### src/rtl/phase_picker_pkg.sv
package phase_picker_pkg;

    localparam int PHASES  = 8;
    localparam int IDX_W   = $clog2(PHASES);
    localparam int CNT_W   = IDX_W + 1;

    // outcome of judging one hit vector
    typedef struct packed {
        logic good;
        logic gap;
        logic all_hit;
        logic lone;
    } verdict_t;

    localparam verdict_t VERDICT_IDLE = '{good: 1'b0, gap: 1'b0, all_hit: 1'b0, lone: 1'b0};

    // circular predecessor of a phase
    function automatic int prev_phase(input int idx, input int n);
        return (idx + n - 1) % n;
    endfunction

endpackage

### src/rtl/phase_run_scan.sv
module phase_run_scan
    import phase_picker_pkg::*;
#(
    parameter int N  = PHASES,
    parameter int CW = $clog2(N) + 1
) (
    input  logic [N-1:0]  hits,
    output logic [N-1:0]  lead_mask,
    output logic [CW-1:0] hit_cnt,
    output logic [CW-1:0] lead_cnt
);

    // a run starts where a hit follows a miss, going round the circle
    for (genvar g = 0; g < N; g++) begin : g_lead
        assign lead_mask[g] = hits[g] & ~hits[prev_phase(g, N)];
    end

    always_comb begin
        hit_cnt  = '0;
        lead_cnt = '0;
        for (int i = 0; i < N; i++) begin
            hit_cnt  = hit_cnt  + CW'(hits[i]);
            lead_cnt = lead_cnt + CW'(lead_mask[i]);
        end
    end

endmodule

### src/rtl/phase_lead_encode.sv
module phase_lead_encode #(
    parameter int N  = 8,
    parameter int IW = $clog2(N)
) (
    input  logic [N-1:0]  lead_mask,
    output logic [IW-1:0] lead_idx
);

    // lowest set bit wins; only used when exactly one is set
    always_comb begin
        lead_idx = '0;
        for (int i = N - 1; i >= 0; i--) begin
            if (lead_mask[i]) lead_idx = IW'(i);
        end
    end

endmodule

### src/rtl/phase_picker.sv
module phase_picker
    import phase_picker_pkg::*;
#(
    parameter int N  = PHASES,
    localparam int IW = $clog2(N),
    localparam int CW = IW + 1
) (
    input  logic          clk,
    input  logic          rst,
    input  logic          hits_valid,
    input  logic [N-1:0]  hits,
    output logic          pick_valid,
    output logic [IW-1:0] pick_phase,
    output logic          fault_gap,
    output logic          fault_all,
    output logic          fault_lone
);

    logic [N-1:0]  lead_mask;
    logic [CW-1:0] hit_cnt;
    logic [CW-1:0] lead_cnt;
    logic [IW-1:0] lead_idx;
    verdict_t      verdict_d;
    verdict_t      verdict_q;
    logic [IW-1:0] phase_q;

    phase_run_scan #(.N(N), .CW(CW)) u_scan (
        .hits      (hits),
        .lead_mask (lead_mask),
        .hit_cnt   (hit_cnt),
        .lead_cnt  (lead_cnt)
    );

    phase_lead_encode #(.N(N), .IW(IW)) u_enc (
        .lead_mask (lead_mask),
        .lead_idx  (lead_idx)
    );

    // judge the vector: full house and lone hit take precedence over run count
    always_comb begin
        verdict_d = VERDICT_IDLE;
        if (hits_valid) begin
            if (hit_cnt == CW'(N))          verdict_d.all_hit = 1'b1;
            else if (hit_cnt == CW'(1))     verdict_d.lone    = 1'b1;
            else if (lead_cnt > CW'(1))     verdict_d.gap     = 1'b1;
            else if (lead_cnt == CW'(1))    verdict_d.good    = 1'b1;
        end
    end

    always_ff @(posedge clk) begin
        if (rst) begin
            verdict_q <= VERDICT_IDLE;
            phase_q   <= '0;
        end else begin
            verdict_q <= verdict_d;
            if (verdict_d.good) phase_q <= lead_idx;
        end
    end

    assign pick_valid = verdict_q.good;
    assign fault_gap  = verdict_q.gap;
    assign fault_all  = verdict_q.all_hit;
    assign fault_lone = verdict_q.lone;
    assign pick_phase = phase_q;

    // registered copy of the accepted vector, for the checks below
    logic [N-1:0] seen_q;
    always_ff @(posedge clk) begin
        if (rst) seen_q <= '0;
        else     seen_q <= hits;
    end


    one_outcome_chk: assert property (@(posedge clk) disable iff (rst)
        $onehot0({pick_valid, fault_gap, fault_all, fault_lone}));


    outcome_needs_input_chk: assert property (@(posedge clk) disable iff (rst)
        (pick_valid || fault_gap || fault_all || fault_lone) |-> $past(hits_valid));


    phase_hold_chk: assert property (@(posedge clk) disable iff (rst)
        !pick_valid |-> $stable(pick_phase));


    lead_edge_chk: assert property (@(posedge clk) disable iff (rst)
        pick_valid |-> (seen_q[pick_phase] && !seen_q[pick_phase - 1'b1]));


    all_flag_chk: assert property (@(posedge clk) disable iff (rst)
        fault_all |-> ($past(hits) == {N{1'b1}}));


    lone_flag_chk: assert property (@(posedge clk) disable iff (rst)
        fault_lone |-> ($countones($past(hits)) == 1));

endmodule

### config.mk
export PLATFORM = sky130hd
export DESIGN_NAME = phase_picker
export DESIGN_NICKNAME = d
export VERILOG_FILES = /design/src/rtl/phase_picker_pkg.sv /design/src/rtl/phase_run_scan.sv /design/src/rtl/phase_lead_encode.sv /design/src/rtl/phase_picker.sv
export SDC_FILE = /design/constraint.sdc
export NUM_CORES = 1
export LEC_CHECK = 0
export BUFFER_PORTS_ARGS = -buffer_cell sky130_fd_sc_hd__buf_4
export CAP_MARGIN = 25
export CORE_MARGIN = 2
export CORE_UTILIZATION = 45
export CTS_BUF_LIST = sky130_fd_sc_hd__clkbuf_4 sky130_fd_sc_hd__clkbuf_8
export DETAILED_ROUTE_END_ITERATION = 6
export PLACE_DENSITY = 0.66
export SLEW_MARGIN = 20
export SYNTH_ARGS = -nofsm -noshare
export SYNTH_HDL_FRONTEND = slang
export SYNTH_SLANG_ARGS = --single-unit
### constraint.sdc
create_clock -name clk -period 9.35 [get_ports clk]
set_input_delay 0 -clock clk [delete_from_list [all_inputs] [get_ports clk]]
set_output_delay 0 -clock clk [all_outputs]
set_load 0.02 [all_outputs]
; Word level (Yosys, flattened, before mapping)
; Cells that the tools add are included.
[op_classes]
shift = 0
bitwise = 17
div_mod_pow = 0
n_eq_ne = 3
n_mux = 17
add_sub_neg = 14
mul = 0
n_reduce_logical = 3
order_cmp = 1
[op_table]
columns = cell, count
row1 = $add 4x1->4, 12
row2 = $mux 3, 8
row3 = $not 1->1, 9
row4 = $and 1x1->1, 8
row5 = $eq 4x1->1 const B, 2
row6 = $mux 1, 6
row7 = $add 1x1->2, 2
row8 = $eq 4x4->1 const B, 1
row9 = $gt 4x1->1 const B, 1
row10 = $mux 2, 2
row11 = $mux 4, 1
row12 = $reduce_or 4->1, 1
row13 = $reduce_or 3->1, 1
row14 = $reduce_or 2->1, 1
[totals]
input_bits = 11
latchBits = 0
romBits = 0
ram_bits = 0
wordCells = 60
output_inout_bits = 7
mem_count = 0
register_bits = 7

; Logic depth before layout (Yosys ltp)
; Gate-level depths: netlist of the first run.
[logic_depth]
word_depth = 15
depth_mapped = 13
mapped_depth_nobuf = 13

; Hierarchy
; A second synthesis of the first run with hierarchy kept.
[unflattened]
hier_cells = 96
hier_area_um2 = 807.0
[modules_own_cells]
columns = mod, instances, area_each_um2, cells_per_inst, seq_area_each_um2
row1 = phase_run_scan, 1, 424.2, 56, 0.0
row2 = phase_picker, 1, 299.0, 28, 140.1
row3 = phase_lead_encode, 1, 83.8, 12, 0.0

; Worst setup path before layout of the first run
; No wires, ideal clock.
[synth_path]
path_kind = input to register
from = input port hits[0]
to = register phase_q[0] (netlist: pick_phase[0])
path_slack_ns = 6.253
arrival_time_ns = 2.968
setup_time_ns = 0.129
cell_stages = 12
required_time_ns = 9.221
n_path_buf = 0
path_cell_list = inv_1 -> ha_1 -> ha_1 -> inv_1 -> fa_1 -> fa_1 -> fa_1 -> fa_1 -> nand4bb_1 -> o21ai_1 -> o2111ai_2 -> mux2i_1
[synth_between]
elab_chain_cells = 15
elab_cells_between_ends = 28
cone_classes = 14 x add/sub / 1 x order compare / 3 x eq/ne / 7 x mux / 3 x bitwise
[synth_lines]
columns = item, line
row1 = "start, declared", phase_picker.sv:11  ; input logic [N-1:0] hits,
row2 = "parallel branches: the longest is 15 deep, another holds $add 4x1->4", -
row3 = "end signal, assigned", phase_picker.sv:56  ; if (verdict_d.good) phase_q <= lead_idx;
row4 = "end, declared", phase_picker.sv:25  ; logic [IW-1:0] phase_q;
; Several ways; the timed one is not identified.
; A chain may end at the register's enable or synchronous reset.

; Worst setup path in the final report of the first run
[layout_path]
from = input port hits[0]
to = register phase_q[2] (netlist: pick_phase[2])
; The elaborated chain is that of the path after synthesis.

==> run_results.csv, run 1 <==
group,metric,value,unit
status,status,"finished clean",
clock_tree,clkSlewWorstSetupHoldPaths,0.05,ns
clock_tree,cts_resized,0,
power,switchingPower,43.0,µW
global_routing,use_met3,6.25,%
power,swShare,35.1,%
global_routing,grt.busiest_layer,"met2",
sta,timing.final.crit_share,33.1,%
global_routing,grt_util_met2,29.4,%
route,vias,583,
global_routing,antenna_found_initial,0,
die,core_area,1490,µm²
die,rows,14,
synthesis,syn_nets,105,
sta,setup_violations,0,
synthesis,syn_avg_cell_area,9.03,µm²
die,dieArea,1920,µm²
place,hpwl,1.12,mm
power,p_int,79.6,µW
global_routing,use_met1,18.6,%
power,clkPwrFrac,23.9,%
sta,max-slew-margin-rel,79.5,%
synthesis,yosys.cell_types.count,21,
route,drtAntennaViolNets,0,
synthesis,ys_warn_count,0,
sta,grt_setup_unrepaired,"false",
clock_tree,clockRootBuffer,"clkbuf_4",
critical_path,crit_required,9.47,ns
clock_tree,cts_sinks,7,
critical_path,max_stage_delay,0.51,ns
layout,n_antenna_cell,0,
layout,area_growth,26.3,%
critical_path,crit_type,"input port to flop",
layout,most-common-layout-cells,"17 x buf_4, 16 x inv_1, 8 x nand2b_1, 8 x fa_1",
sta,drv_slew,0,
die,boundaryPins,18,
critical_path,critPathArrivalTime,3.21,ns
power,p_comb_share,48.7,%
critical_path,worstSetupEndpointType,"flop",
global_routing,grt_start_max_net_pins,8,
die,dieHeight,43.8,µm
route,route.detailed.drc,0,
route,detail_route.wl_per_cell,10.9,µm
clock_tree,cts_buffer_depth,2,
route,viasPerCell,4.98,
critical_path,crit_path_start_kind,"input port",
sta,finalClockSkew,0,ns
sta,min_period,3.09,ns
layout,final_nets,128,
global_routing,grt_pass1_wl,2.30,mm
global_routing,grt_use_total,16.5,%
critical_path,path_cells,"buf_4, inv_1, ha_1, ha_1, inv_1, fa_1, fa_1, fa_1, fa_1, nand4bb_1, o21ai_1, o2111ai_2, mux2i_1",
global_routing,overflow,0,
die,die_x,43.8,µm
route,firstDrtPassIters,4,
route,drt_iter0_markers,7,
clock_tree,cts-htree-levels,1,
synthesis,ys_seq_area_share,19.6,%
place,gp_congestion,0.814,
sta,setup_tns,0,ns
sta,worst_pin_slew,0.307,ns
critical_path,critPathMaxFanout,4,
sta,fmaxAchievable,323,MHz
power,leakage,0.458,nW
critical_path,cpMostUsedCell,"fa_1",
critical_path,cp_slowest_cell,"fa_1",
sta,hold_viol,0,
min_path,hp-class,"input port to flop",
synthesis,syn_inst,79,
global_routing,grt_pass1_vias,564,
clock_tree,clk_latency,0.24,ns
power,ir_worst_vdd,91.2,µV
die,initial_utilization,47.9,%
synthesis,netlist_area,713,µm²
clock_tree,cts_tree,"built",
layout,drive_above_1_share,21.8,%
place,dpl_cell_area,861,µm²
clock_tree,cts_buffers,3,
layout,num-fill-cells,152,
layout,layout_commonest_cell,"buf_4",
route,routed_wl,1.28,mm
job,maxCapViolCount,0,
layout,design_area,901,µm²
synthesis,synth_seq_cells,7,
power,p_seq_share,27.4,%
power,total_power,123,µW
place,portBuffers,17,
power,power-per-cell-area,136,nW/µm²
==> worst max-delay path, delay by kind of cell <==
kind / cells / cell delay (ns)
buffers and inverters: 3 / 0.16
AOI/OAI and AO/OA: 2 / 0.46
adders and majority gates: 6 / 2.33
and+or+nand+nor: 1 / 0.10
muxes: 1 / 0.17
==> synthesized netlist by cell type <==
master,count,share of area [%]
a21o_1,1,1.1
nor2_1,4,2.1
nor3_1,3,2.1
mux2i_1,3,4.2
nand4bb_1,1,1.6
a211o_1,1,1.2
o21ai_0,3,2.1
a311oi_1,1,1.2
dfxtp_1,7,20
nand2b_1,8,7.0
nand2_1,4,2.1
o2111ai_2,1,2.1
fa_1,8,22
a221oi_1,1,1.2
nor2b_1,5,4.4
nand3b_1,1,1.1
inv_1,16,8.4
ha_1,7,12
o21ai_1,1,0.70
nand4_1,2,1.8
xnor2_1,1,1.2
==> through the flow <==
step	hold WS [ns]	setup slack [ns]	utilization, %	instances
2_1_floorplan	0.0724	6.25	-	79
3_3_place_gp	0.221	6.01	57.8	112
3_5_place_dp	0.220	5.98	57.8	112
4_1_cts	0.0276	6.25	60.5	117
5_1_grt	0.0371	6.07	60.5	117
6_report	0.0302	6.26	60.5	117
==> power by group through the flow <==
| stage | Clock [mW] | Combinational [mW] | Sequential, mW |
|---|---|---|---|
| finish | 0.0293 | 0.0597 | 0.0336 |
| floorplan | 0 | 0.0402 | 0.0376 |
| global placement | 0 | 0.0589 | 0.0341 |
| detailed placement | 0 | 0.0603 | 0.0342 |
| global route | 0.0333 | 0.0690 | 0.0337 |
| CTS | 0.0308 | 0.0606 | 0.0336 |
==> routing by layer <==
layer	up-vias	wire, µm
met5	-	0
met4	0	0
met3	0	51
met2	15	637
met1	264	591
li1	304	-
==> sequential cells by signal, indices dropped and copies added, names as in the netlist <==
signal and flops:
fault_all 1, pick_valid 1, pick_phase 3, fault_gap 1, fault_lone 1
==> path summary, 6_finish.rpt <==
check / depth (start not counted) / slack (ns) / to / from
setup / recovery: 13 / 6.26 / pick_phase[2] / hits[0]
hold / removal: 3 / 0.03 / fault_lone / hits_valid
setup reg to reg: 2 / 8.73 / pick_phase[2] / pick_phase[2]
hold reg to reg: 2 / 0.48 / pick_phase[1] / pick_phase[1]
==> logic make-up (layout without fill, tap and decap cells) <==
family	Yosys count	in the layout	share of synthesized area (%)
xor+xnor	1	1	1.23
mux	3	3	4.21
flops	7	7	19.6
compound gates	9	9	9.65
buf+inv	16	38	8.42
simple gates	28	28	22.1
fa+ha+maj	15	15	34.7
==> final cells by class <==
| cell class | count | area, µm² | area share (%) |
|---|---|---|---|
| multi-input cells | 56 | 513 | 56.9 |
| flip-flops and latches | 7 | 140 | 15.6 |
| repair buffers | 18 | 138 | 15.3 |
| inverters | 16 | 60.1 | 6.67 |
| clock buffers | 4 | 30.0 | 3.33 |
| well taps | 16 | 20.0 | 2.22 |
==> timing repair <==
action,CTS,global route
hold buffers,1,0
endpoints found under the hold margin,1,0
endpoints found under the setup margin,0,0
buffers inserted,0,0
No activity file was read; power rests on OpenSTA's default activity.
==> inputs of run 2 (changes only) <==
PLACE_DENSITY = 0.69   (was 0.66)
clock period = 2.6 ns   (was 9.35 ns; I/O delays follow)
==> run 2 against run 1 <==
  * The flow now finishes with violations (setup timing)
  * Combinational power grew to 4.7 times the previous value
  * Power grew to 4.2 times the previous value
  * Non-clock buffer count is 14 higher
  * Sequential share of layout area is 2.7 points lower
  * Die area stayed put
  * Setup slack worse by 6.5 ns
  * Via count is 9.6% higher
  * Clock skew stayed put
  * Clock power grew to 3.8 times the previous value
  * Cell count is 12% higher
  * Sequential cell count stayed put
  * Count of clock-buffer cells in the layout stayed put
  * Critical endpoint unchanged
==> run_results.csv, run 2 (same netlist as run 1, synthesis figures left out) <==
group,metric,value,unit
layout,drive_above_1_share,38.3,%
critical_path,crit_family,"adder cells",
die,dieArea,1920,µm²
clock_tree,cts-htree-levels,1,
layout,largest_reg_flops,3,
die,initial_utilization,47.9,%
sta,max-slew-margin-rel,83.0,%
critical_path,crit_path_start_kind,"input port",
clock_tree,cts_buffer_depth,2,
global_routing,grt_use_total,19.0,%
layout,n_antenna_cell,0,
critical_path,worstSetupEndpointType,"flop",
layout,area_growth,52.8,%
power,p_int,328,µW
place,portBuffers,17,
power,power-per-cell-area,472,nW/µm²
route,drt_iter0_markers,8,
power,leakage,0.537,nW
status,violations,"setup timing",
critical_path,critPathMaxFanout,4,
critical_path,crit_type,"input port to flop",
clock_tree,cts_buffers,3,
route,vias,639,
global_routing,grt_start_max_net_pins,8,
die,dieHeight,43.8,µm
critical_path,rrSetupSlack,2.01,ns
place,dpl.cell_count,126,
power,swShare,36.1,%
route,firstDrtPassIters,4,
sta,fmaxAchievable,349,MHz
place,hpwl,1.31,mm
global_routing,grt_pass1_vias,629,
status,status,"finished with violations",
clock_tree,cts_tree,"built",
min_path,holdPathStages,3,
die,core_area,1490,µm²
critical_path,crit_required,2.74,ns
power,p_seq_share,23.5,%
power,switchingPower,186,µW
critical_path,cpMostUsedCell,"fa_1",
layout,post-route-util,73.2,%
global_routing,grt_pass1_wl,2.67,mm
sta,hold_slack,0.0612,ns
global_routing,antenna_found_initial,0,
layout,layout_commonest_cell,"buf_4",
min_path,hp-class,"input port to flop",
sta,hold_viol,0,
sta,timing.final.crit_share,110,%
sta,min_period,2.87,ns
sta,worst_pin_slew,0.254,ns
critical_path,cp.buffers_inverters,3,
layout,final_nets,142,
critical_path,cp_slowest_cell,"fa_1",
critical_path,critPathArrivalTime,3.00,ns
power,p_comb_share,54.7,%
route,routed_wl,1.56,mm
place,place_ws,-0.599,ns
critical_path,r2r_cells,2,
clock_tree,clkSlewWorstSetupHoldPaths,0.05,ns
power,ir_worst_vdd,342,µV
power,clkPwrFrac,21.9,%
sta,grt_setup_unrepaired,"true",
sta,drv_slew,0,
route,drtAntennaViolNets,0,
layout,fin_cells,131,
clock_tree,clk_latency,0.25,ns
sta,setup_violations,5,
clock_tree,cts_sinks,7,
critical_path,path_depth,13,
critical_path,max_stage_delay,0.51,ns
die,rows,14,
critical_path,path_cells,"buf_12, inv_12, ha_4, ha_4, inv_2, fa_1, fa_1, fa_2, fa_1, nand4bb_1, o21ai_2, o2111ai_4, mux2i_1",
route,viasPerCell,4.88,
die,boundaryPins,18,
die,die_x,43.8,µm
sta,finalClockSkew,0,ns
job,maxCapViolCount,0,
place,gp_congestion,0.850,
layout,most-common-layout-cells,"29 x buf_4, 14 x inv_1, 8 x nand2b_1",
sta,finalWorstSetupSlack,-0.269,ns
route,route.detailed.drc,0,
clock_tree,clockRootBuffer,"clkbuf_4",
global_routing,overflow,0,
route,detail_route.wl_per_cell,11.9,µm
## run 2: cell count changes in the layout (fill, tap and decap cells not counted), moves of 2 or more
cell,previous run,this run
ha_4,0,2
ha_1,7,5
inv_1,16,14
buf_4,17,29
## run 2: timing repair
item                                   4_1_cts  5_1_grt
pin swaps                                    0        2
buffers inserted                             1        1
hold buffers                                 1        0
gates resized for setup                      7        0
endpoints found under the hold margin        1        0
setup endpoints to repair                    5        5
## run 2: layer usage
metal / track usage, % / wire, µm / up-vias
li1: - / - / 330
met1: 24.1 / 678 / 290
met2: 32.6 / 809 / 16
met3: 5.00 / 61 / 3
met4: 3.64 / 9 / 0
met5: 0 / 0 / -
## run 2: worst min-delay path: cells and delay by family
family	cells	cell delay (ns)
buf+inv	1	0.08
simple gates	2	0.20
## run 2: worst paths after layout
| path | startpoint | endpoint |
|---|---|---|
| worst min register to register | pick_phase[2] | pick_phase[2] |
| worst min-delay path | hits_valid | fault_lone |
| worst max register to register | pick_phase[0] | pick_phase[0] |
| worst max-delay path | hits[0] | pick_phase[2] |
## run 2: final cells by class
class | count | area (µm²)
flip-flops and latches | 7 | 140
multi-input cells | 56 | 568
repair buffers | 32 | 259
inverters | 16 | 72.6
well taps | 16 | 20.0
clock buffers | 4 | 30.0
fillers | 123 | 399
## run 2: metrics by stage
| stage | power [mW] | TNS (ns) | cell area (µm²) |
|---|---|---|---|
| 2_1_floorplan | 0.289 | -1.16 | 759 |
| 3_3_place_gp | 0.380 | -2.51 | 1010 |
| 3_5_place_dp | 0.387 | -2.84 | 1010 |
| 4_1_cts | 0.516 | -0.944 | 1090 |
| 5_1_grt | 0.555 | -1.54 | 1090 |
| 6_report | 0.514 | -1.09 | 1090 |
## run 2: power by group through the flow
stage                     logic (mW)  registers [mW]  clock network, mW
after detailed placement       0.264           0.123                  0
after global routing           0.314           0.121              0.120
after floorplan                0.154           0.135                  0
final                          0.281           0.121              0.112
after CTS                      0.282           0.121              0.113
after global placement         0.258           0.122                  0
